## src/rtl/lkup_pkg.sv

```systemverilog
package lkup_pkg;
  localparam int REG_AW = 4;
  localparam logic [REG_AW-1:0] A_CFG    = 4'h0;
  localparam logic [REG_AW-1:0] A_ISRC   = 4'h1;
  localparam logic [REG_AW-1:0] A_IMSK   = 4'h2;
  localparam logic [REG_AW-1:0] A_LRN0   = 4'h3;
  localparam logic [REG_AW-1:0] A_AGE_LO = 4'h6;
  localparam logic [REG_AW-1:0] A_AGE_HI = 4'h7;
  localparam logic [REG_AW-1:0] A_BOOT   = 4'h8;
  localparam logic [REG_AW-1:0] A_CMD    = 4'h9;
  localparam logic [7:0] CMD_START = 8'h01;

  // interrupt source bit positions
  localparam int SB_AGED = 0;
  localparam int SB_NEW  = 1;
  localparam int SB_OVF  = 4;
  localparam int SB_CMD  = 5;
  localparam int SB_INIT = 6;
  localparam int SB_BIST = 7;
  localparam logic [7:0] SRC_RSVD = 8'h0C;

  // startup register bit positions
  localparam int BT_GO    = 0;
  localparam int BT_NOCPU = 1;
  localparam int BT_PTEST = 2;
  localparam int BT_STEST = 3;

  typedef enum logic [2:0] {
    SQ_IDLE, SQ_WAIT, SQ_BIST, SQ_INIT, SQ_RUN
  } seq_t;
endpackage

```

## src/rtl/lkup_irq_ctl.sv

```systemverilog
module lkup_irq_ctl #(
  parameter int W = 8,
  parameter logic [W-1:0] RSVD = '0
) (
  input  logic         clk,
  input  logic         rst_n,
  input  logic [W-1:0] set_vec,
  input  logic         clr_we,
  input  logic [W-1:0] clr_vec,
  input  logic [W-1:0] mask,
  output logic [W-1:0] src,
  output logic         irq
);
  logic [W-1:0] pend;

  for (genvar b = 0; b < W; b++) begin : g_bit
    if (RSVD[b]) begin : g_rsvd
      assign src[b] = 1'b0;
    end else begin : g_live
      logic bit_q;
      always_ff @(posedge clk) begin
        if (!rst_n)          bit_q <= 1'b0;
        else if (set_vec[b]) bit_q <= 1'b1;             // set beats clear
        else if (clr_we && clr_vec[b]) bit_q <= 1'b0;
      end
      assign src[b] = bit_q;
    end
  end

  assign pend = src & mask;
  assign irq  = |pend;
endmodule

```

## src/rtl/lkup_age_timer.sv

```systemverilog
module lkup_age_timer #(
  parameter int PRE_W = 28,
  parameter int PER_W = 16
) (
  input  logic             clk,
  input  logic             rst_n,
  input  logic             enable,
  input  logic             load,
  input  logic [PER_W-1:0] load_val,
  input  logic [PER_W-1:0] period,
  output logic             tick
);
  logic [PRE_W-1:0] pre_cnt;
  logic [PER_W-1:0] unit_cnt;
  logic             unit_end;
  logic             last_unit;

  assign unit_end  = &pre_cnt;
  assign last_unit = (unit_cnt == PER_W'(1));

  always_ff @(posedge clk) begin
    if (!rst_n || load) pre_cnt <= '0;
    else                pre_cnt <= pre_cnt + 1'b1;
  end

  always_ff @(posedge clk) begin
    if (!rst_n)
      unit_cnt <= '0;
    else if (load)
      unit_cnt <= load_val;
    else if (unit_end) begin
      if (unit_cnt <= PER_W'(1)) unit_cnt <= period;
      else                       unit_cnt <= unit_cnt - 1'b1;
    end
  end

  assign tick = enable && (period != '0) && unit_end && last_unit && !load;
endmodule

```

## src/rtl/lkup_start_seq.sv

```systemverilog
module lkup_start_seq
  import lkup_pkg::*;
(
  input  logic clk,
  input  logic rst_n,
  input  logic self_test_en,
  input  logic cpu_absent,
  input  logic cpu_ready,
  input  logic start_cmd,
  input  logic bist_done,
  input  logic bist_fail,
  input  logic init_done,
  output logic bist_run,
  output logic init_run,
  output logic sys_run,
  output logic ev_init_ok,
  output logic ev_bist_bad
);
  seq_t st_q, st_d;
  logic go;

  assign go = cpu_absent | cpu_ready | start_cmd;

  always_comb begin
    st_d = st_q;
    case (st_q)
      SQ_IDLE, SQ_WAIT: begin
        if (go)                st_d = self_test_en ? SQ_BIST : SQ_INIT;
        else if (st_q == SQ_IDLE) st_d = SQ_WAIT;
      end
      SQ_BIST: if (bist_done) st_d = SQ_INIT;
      SQ_INIT: if (init_done) st_d = SQ_RUN;
      SQ_RUN:  st_d = SQ_RUN;
      default: st_d = SQ_IDLE;
    endcase
  end

  always_ff @(posedge clk) begin
    if (!rst_n) st_q <= SQ_IDLE;
    else        st_q <= st_d;
  end

  assign bist_run    = (st_q == SQ_BIST);
  assign init_run    = (st_q == SQ_INIT);
  assign sys_run     = (st_q == SQ_RUN);
  assign ev_bist_bad = bist_run & bist_done & bist_fail;
  assign ev_init_ok  = init_run & init_done;
endmodule

```

## src/rtl/lkup_ctl_regs.sv

```systemverilog
module lkup_ctl_regs
  import lkup_pkg::*;
#(
  parameter int NUM_PORTS = 24,
  parameter int PRE_W     = 28,
  parameter int PER_W     = 16
) (
  input  logic                 clk,
  input  logic                 rst_n,
  input  logic [REG_AW-1:0]    reg_addr,
  input  logic                 reg_wr,
  input  logic [7:0]           reg_wdata,
  output logic [7:0]           reg_rdata,
  input  logic [3:0]           boot_strap,
  input  logic                 evt_aged,
  input  logic                 evt_new,
  input  logic                 evt_ovf,
  input  logic                 evt_cmd_done,
  input  logic                 bist_done,
  input  logic                 bist_fail,
  input  logic                 init_done,
  output logic                 age_off,
  output logic                 lookup_off,
  output logic                 dst_cache_off,
  output logic                 src_cache_off,
  output logic [3:0]           hash_sel,
  output logic [NUM_PORTS-1:0] learn_en,
  output logic                 age_tick,
  output logic                 irq,
  output logic                 bist_run,
  output logic                 init_run,
  output logic                 sys_run,
  output logic                 prod_test
);
  localparam int LRN_BYTES = NUM_PORTS / 8;

  logic [7:0]           cfg_q, imsk_q, age_lo_q, age_hi_q;
  logic [3:0]           boot_q;
  logic [NUM_PORTS-1:0] lrn_off_q;
  logic [7:0]           isrc;
  logic [7:0]           set_vec;
  logic [PER_W-1:0]     period, load_val;
  logic                 wr_cfg, wr_imsk, wr_isrc, wr_lo, wr_hi, start_cmd;
  logic                 ev_init_ok, ev_bist_bad;

  assign wr_cfg    = reg_wr && (reg_addr == A_CFG);
  assign wr_imsk   = reg_wr && (reg_addr == A_IMSK);
  assign wr_isrc   = reg_wr && (reg_addr == A_ISRC);
  assign wr_lo     = reg_wr && (reg_addr == A_AGE_LO);
  assign wr_hi     = reg_wr && (reg_addr == A_AGE_HI);
  assign start_cmd = reg_wr && (reg_addr == A_CMD) && (reg_wdata == CMD_START);

  // plain byte registers
  always_ff @(posedge clk) begin
    if (!rst_n) begin
      cfg_q    <= '0;
      imsk_q   <= '0;
      age_lo_q <= '0;
      age_hi_q <= '0;
      boot_q   <= boot_strap;
    end else begin
      if (wr_cfg)  cfg_q    <= reg_wdata;
      if (wr_imsk) imsk_q   <= reg_wdata;
      if (wr_lo)   age_lo_q <= reg_wdata;
      if (wr_hi)   age_hi_q <= reg_wdata;
    end
  end

  // learning-disable bytes, one per group of eight ports
  always_ff @(posedge clk) begin
    if (!rst_n) lrn_off_q <= '0;
    else begin
      for (int b = 0; b < LRN_BYTES; b++)
        if (reg_wr && (reg_addr == REG_AW'(int'(A_LRN0) + b)))
          lrn_off_q[b*8 +: 8] <= reg_wdata;
    end
  end

  assign learn_en      = ~lrn_off_q;
  assign age_off       = cfg_q[0];
  assign lookup_off    = cfg_q[1];
  assign dst_cache_off = cfg_q[2];
  assign src_cache_off = cfg_q[3];
  assign hash_sel      = cfg_q[7:4];
  assign prod_test     = boot_q[BT_PTEST];

  // read mux
  always_comb begin
    reg_rdata = '0;
    case (reg_addr)
      A_CFG:    reg_rdata = cfg_q;
      A_ISRC:   reg_rdata = isrc;
      A_IMSK:   reg_rdata = imsk_q;
      A_AGE_LO: reg_rdata = age_lo_q;
      A_AGE_HI: reg_rdata = age_hi_q;
      A_BOOT:   reg_rdata = {4'b0000, boot_q};
      default:  reg_rdata = '0;
    endcase
    for (int b = 0; b < LRN_BYTES; b++)
      if (reg_addr == REG_AW'(int'(A_LRN0) + b))
        reg_rdata = lrn_off_q[b*8 +: 8];
  end

  // interrupt sources
  always_comb begin
    set_vec          = '0;
    set_vec[SB_AGED] = evt_aged;
    set_vec[SB_NEW]  = evt_new;
    set_vec[SB_OVF]  = evt_ovf;
    set_vec[SB_CMD]  = evt_cmd_done;
    set_vec[SB_INIT] = ev_init_ok;
    set_vec[SB_BIST] = ev_bist_bad;
  end

  lkup_irq_ctl #(.W(8), .RSVD(SRC_RSVD)) u_irq (
    .clk     (clk),
    .rst_n   (rst_n),
    .set_vec (set_vec),
    .clr_we  (wr_isrc),
    .clr_vec (reg_wdata),
    .mask    (imsk_q),
    .src     (isrc),
    .irq     (irq)
  );

  // aging timer, reloaded with the value being written
  assign period   = PER_W'({age_hi_q, age_lo_q});
  assign load_val = wr_lo ? PER_W'({age_hi_q, reg_wdata}) : PER_W'({reg_wdata, age_lo_q});

  lkup_age_timer #(.PRE_W(PRE_W), .PER_W(PER_W)) u_age (
    .clk      (clk),
    .rst_n    (rst_n),
    .enable   (!age_off),
    .load     (wr_lo | wr_hi),
    .load_val (load_val),
    .period   (period),
    .tick     (age_tick)
  );

  lkup_start_seq u_seq (
    .clk          (clk),
    .rst_n        (rst_n),
    .self_test_en (boot_q[BT_STEST]),
    .cpu_absent   (boot_q[BT_NOCPU]),
    .cpu_ready    (boot_q[BT_GO]),
    .start_cmd    (start_cmd),
    .bist_done    (bist_done),
    .bist_fail    (bist_fail),
    .init_done    (init_done),
    .bist_run     (bist_run),
    .init_run     (init_run),
    .sys_run      (sys_run),
    .ev_init_ok   (ev_init_ok),
    .ev_bist_bad  (ev_bist_bad)
  );
endmodule

```

## config.mk

```make
export PLATFORM = sky130hd
export DESIGN_NAME = lkup_ctl_regs
export DESIGN_NICKNAME = d
export VERILOG_FILES = /design/src/rtl/lkup_pkg.sv /design/src/rtl/lkup_irq_ctl.sv /design/src/rtl/lkup_age_timer.sv /design/src/rtl/lkup_start_seq.sv /design/src/rtl/lkup_ctl_regs.sv
export SDC_FILE = /design/constraint.sdc
export NUM_CORES = 1
export LEC_CHECK = 0
export ABC_AREA = 1
export BUFFER_PORTS_ARGS = -buffer_cell sky130_fd_sc_hd__buf_4
export CAP_MARGIN = 5
export CORE_MARGIN = 2
export CORE_UTILIZATION = 35
export DETAILED_ROUTE_END_ITERATION = 7
export SLEW_MARGIN = 20
export SYNTH_ARGS = -nofsm -noshare
export SYNTH_HDL_FRONTEND = slang
export SYNTH_SLANG_ARGS = --single-unit
```

## constraint.sdc

```tcl
create_clock -name clk -period 5.42 [get_ports clk]
set_input_delay 1.084 -clock clk [delete_from_list [all_inputs] [get_ports clk]]
set_output_delay 1.084 -clock clk [all_outputs]
set_load 0.005 [all_outputs]
```

==> results.json <==
{
  "drt-initial-drc-count": 331,
  "path_class": "input pin to output port",
  "grt_pass1_vias": 5934,
  "rsz0062_at_grt": "false",
  "fin_setup_tns_ns": 0,
  "fp.dieH_um": 139,
  "cts_tree": "built",
  "dieArea_um2": 19300,
  "power_density_nw_per_um2": 319,
  "drive_gt1_frac": 0.139,
  "port_buffers": 71,
  "cp-start-kind": "input pin",
  "path_delay_family": "simple AND/OR/NAND/NOR gates",
  "drtPass1Iterations": 5,
  "drc": 0,
  "area_growth_pct": 19.5,
  "drtAntennaViolNets": 0,
  "p_sw_uw": 678,
  "post-route-util": 0.426,
  "skew_ns": 0.0129,
  "routed_wl_um": 18500,
  "vias": 6220,
  "syn_area_per_cell_um2": 6.58,
  "std_cell_rows": 49,
  "nets": 1056,
  "wire_per_inst_um": 14.6,
  "combPwrFrac": 0.144,
  "most-common-layout-cells": "nand2_1 (228), inv_1 (147), dfxtp_1 (109), nor2_1 (84), nand3_1 (83)",
  "netlist_instances": 970,
  "final_common_cell": "nand2_1",
  "antenna_found_initial": 0,
  "cts-root-buf": "clkbuf_16",
  "tightest_slew_ns": 0.724,
  "clk_pin_slew_ns": 0.06,
  "yosysSeqAreaShare": 0.361,
  "post-cts-setup-buffer-count": 0,
  "async_reset_ff_frac": 0,
  "clock_sinks": 113,
  "crit_chain": "buf_4 > nor2_1 > nand2_1 > inv_1 > nand2_1 > nand2_1 > nor3_1 > nand4_1 > buf_4",
  "synth_top_area_frac": 0.342,
  "start_util": 0.356,
  "finalSetupViolations": 0,
  "p_int_uw": 1750,
  "min_path_type": "flip-flop to flip-flop",
  "slew_headroom": 0.517,
  "cts_resized": 0,
  "status": "finished clean",
  "grt_max_degree": 57,
  "worstPathMaxFanout": 7,
  "cap_violations": 0,
  "leakagePower_uw": 0.00332,
  "hpwl_um": 13600,
  "grt_usage": 0.191,
  "clock.fmax_mhz": 277,
  "clock_latency_ns": 0.42,
  "ys_seq_elements": 113,
  "synth_top_flop_cell": "dfxtp_1",
  "max_stage_delay_ns": 0.36,
  "cp_common_cell": "nand2_1",
  "cp_data_arrival_time_ns": 2.52,
  "fp.dieW_um": 139,
  "synth_top_area_cell": "dfxtp_1",
  "io_pins": 72,
  "total_power_uw": 2430,
  "dp.cells": 1237,
  "synth-edff-count": 4,
  "grt_overflow": 0,
  "sw_frac_of_total": 0.279,
  "seq_power_share": 0.365,
  "post_drt_via_cell_ratio": 4.90,
  "cts-hold-fix-buffers": 0,
  "drv_slew": 0,
  "synth.top_cells.by_area": "dfxtp_1 (34%), nand2_1 (13%), inv_1 (8.7%)",
  "final_cell_count_no_fill": 1269,
  "cts_buffer_depth": 2,
  "post-route-period-util": 0.665,
  "cts_max_level": 4,
  "path_buf_inv": 3,
  "core-area_um2": 17900,
  "min_period_ns": 3.60,
  "antenna_cells": 0,
  "hold_viol": 0,
  "routabilityCongestion": 0.928,
  "yosysWarnings": 0,
  "cts_inserted_buffers": 17,
  "grt_pass1_wl_um": 30100,
  "syn_area_um2": 6380,
  "cp_slowest_cell": "nor3_1",
  "cp-end-kind": "output port",
  "ir_drop_mv": 0.271,
  "crit_required_ns": 4.34,
  "synth_fp_nets": 999,
  "synth_cell_types": 49,
  "power.share.clock": 0.490
}
-- area by class of cell --
| class | instances | area [µm²] |
|---|---|---|
| Multi-Input combinational cell | 665 | 3280 |
| Clock buffer | 19 | 453 |
| Sequential cell | 113 | 2300 |
| Fill cell | 1909 | 10300 |
| Timing Repair Buffer | 71 | 533 |
| Clock inverter | 13 | 171 |
| Tap cell | 229 | 287 |
| Inverter | 159 | 597 |
-- sequential cells by signal, indices dropped and copies added (netlist names) --
signal                    cells
u_age.pre_cnt                28
lrn_off_q                    24
u_age.unit_cnt               16
age_hi_q                      8
age_lo_q                      8
cfg_q                         8
imsk_q                        8
u_irq.g_bit.g_live.bit_q      6
boot_q                        4
u_seq.st_q                    3
-- cells in the mapped netlist (6+ instances only) --
master,number
nand2_1,228
inv_1,147
dfxtp_1,109
nor2_1,84
nand3_1,83
a21oi_1,74
o21ai_0,65
nor3_1,21
clkbuf_1,13
o22ai_1,13
nand4_1,10
nand3_2,9
buf_2,8
buf_6,7
clkinv_1,7
or2_0,7
nand2_2,6
o2111ai_1,6
-- per-layer routing --
metal,GRT usage,up-vias,part of all wire
met3,0.0452,23,0.043
met1,0.233,2821,0.46
met4,0.0494,0,0.014
li1,-,3244,-
met2,0.338,132,0.49
met5,0,-,0
-- power by group through the flow --
stage                     Combinational, µW  Sequential [µW]  Clock [µW]
after floorplan                         261              898           0
after global placement                  348              905           0
after detailed placement                348              905           0
after CTS                               352              887        1200
after global routing                    399              891        1240
final                                   351              887        1190
-- metrics by stage --
stage          hold slack [ns]  setup WS [ns]  area [µm²]
2_1_floorplan            0.430           2.45        6380
3_3_place_gp             0.450           1.93        7000
3_5_place_dp             0.454           1.93        7000
4_1_cts                  0.467           1.85        7620
5_1_grt                  0.491           1.68        7620
6_report                 0.463           1.82        7620
-- logic make-up (layout without fill, tap and decap cells) --
group	count (synthesis)	in the layout	share of synthesized area
XOR/XNOR	6	6	0.00824
AO/OA/AOI/OAI	170	170	0.145
flip-flops	113	113	0.361
AND/OR/NAND/NOR	486	486	0.354
adder cells (fa/ha/maj)	3	3	0.00589
buffers and inverters	192	262	0.125
-- final timing paths --
| kind | startpoint | endpoint | slack, ns | depth (start not counted) |
|---|---|---|---|---|
| hold reg to reg | u_age.pre_cnt[0] | u_age.pre_cnt[0] | 0.46 | 1 |
| setup / recovery | reg_addr[0] | reg_rdata[0] | 1.82 | 9 |
| hold / removal | u_age.pre_cnt[0] | u_age.pre_cnt[0] | 0.46 | 1 |
| setup reg to reg | u_age.unit_cnt[0] | u_age.unit_cnt[15] | 3.42 | 8 |
Power figures use the tool's default switching activity.
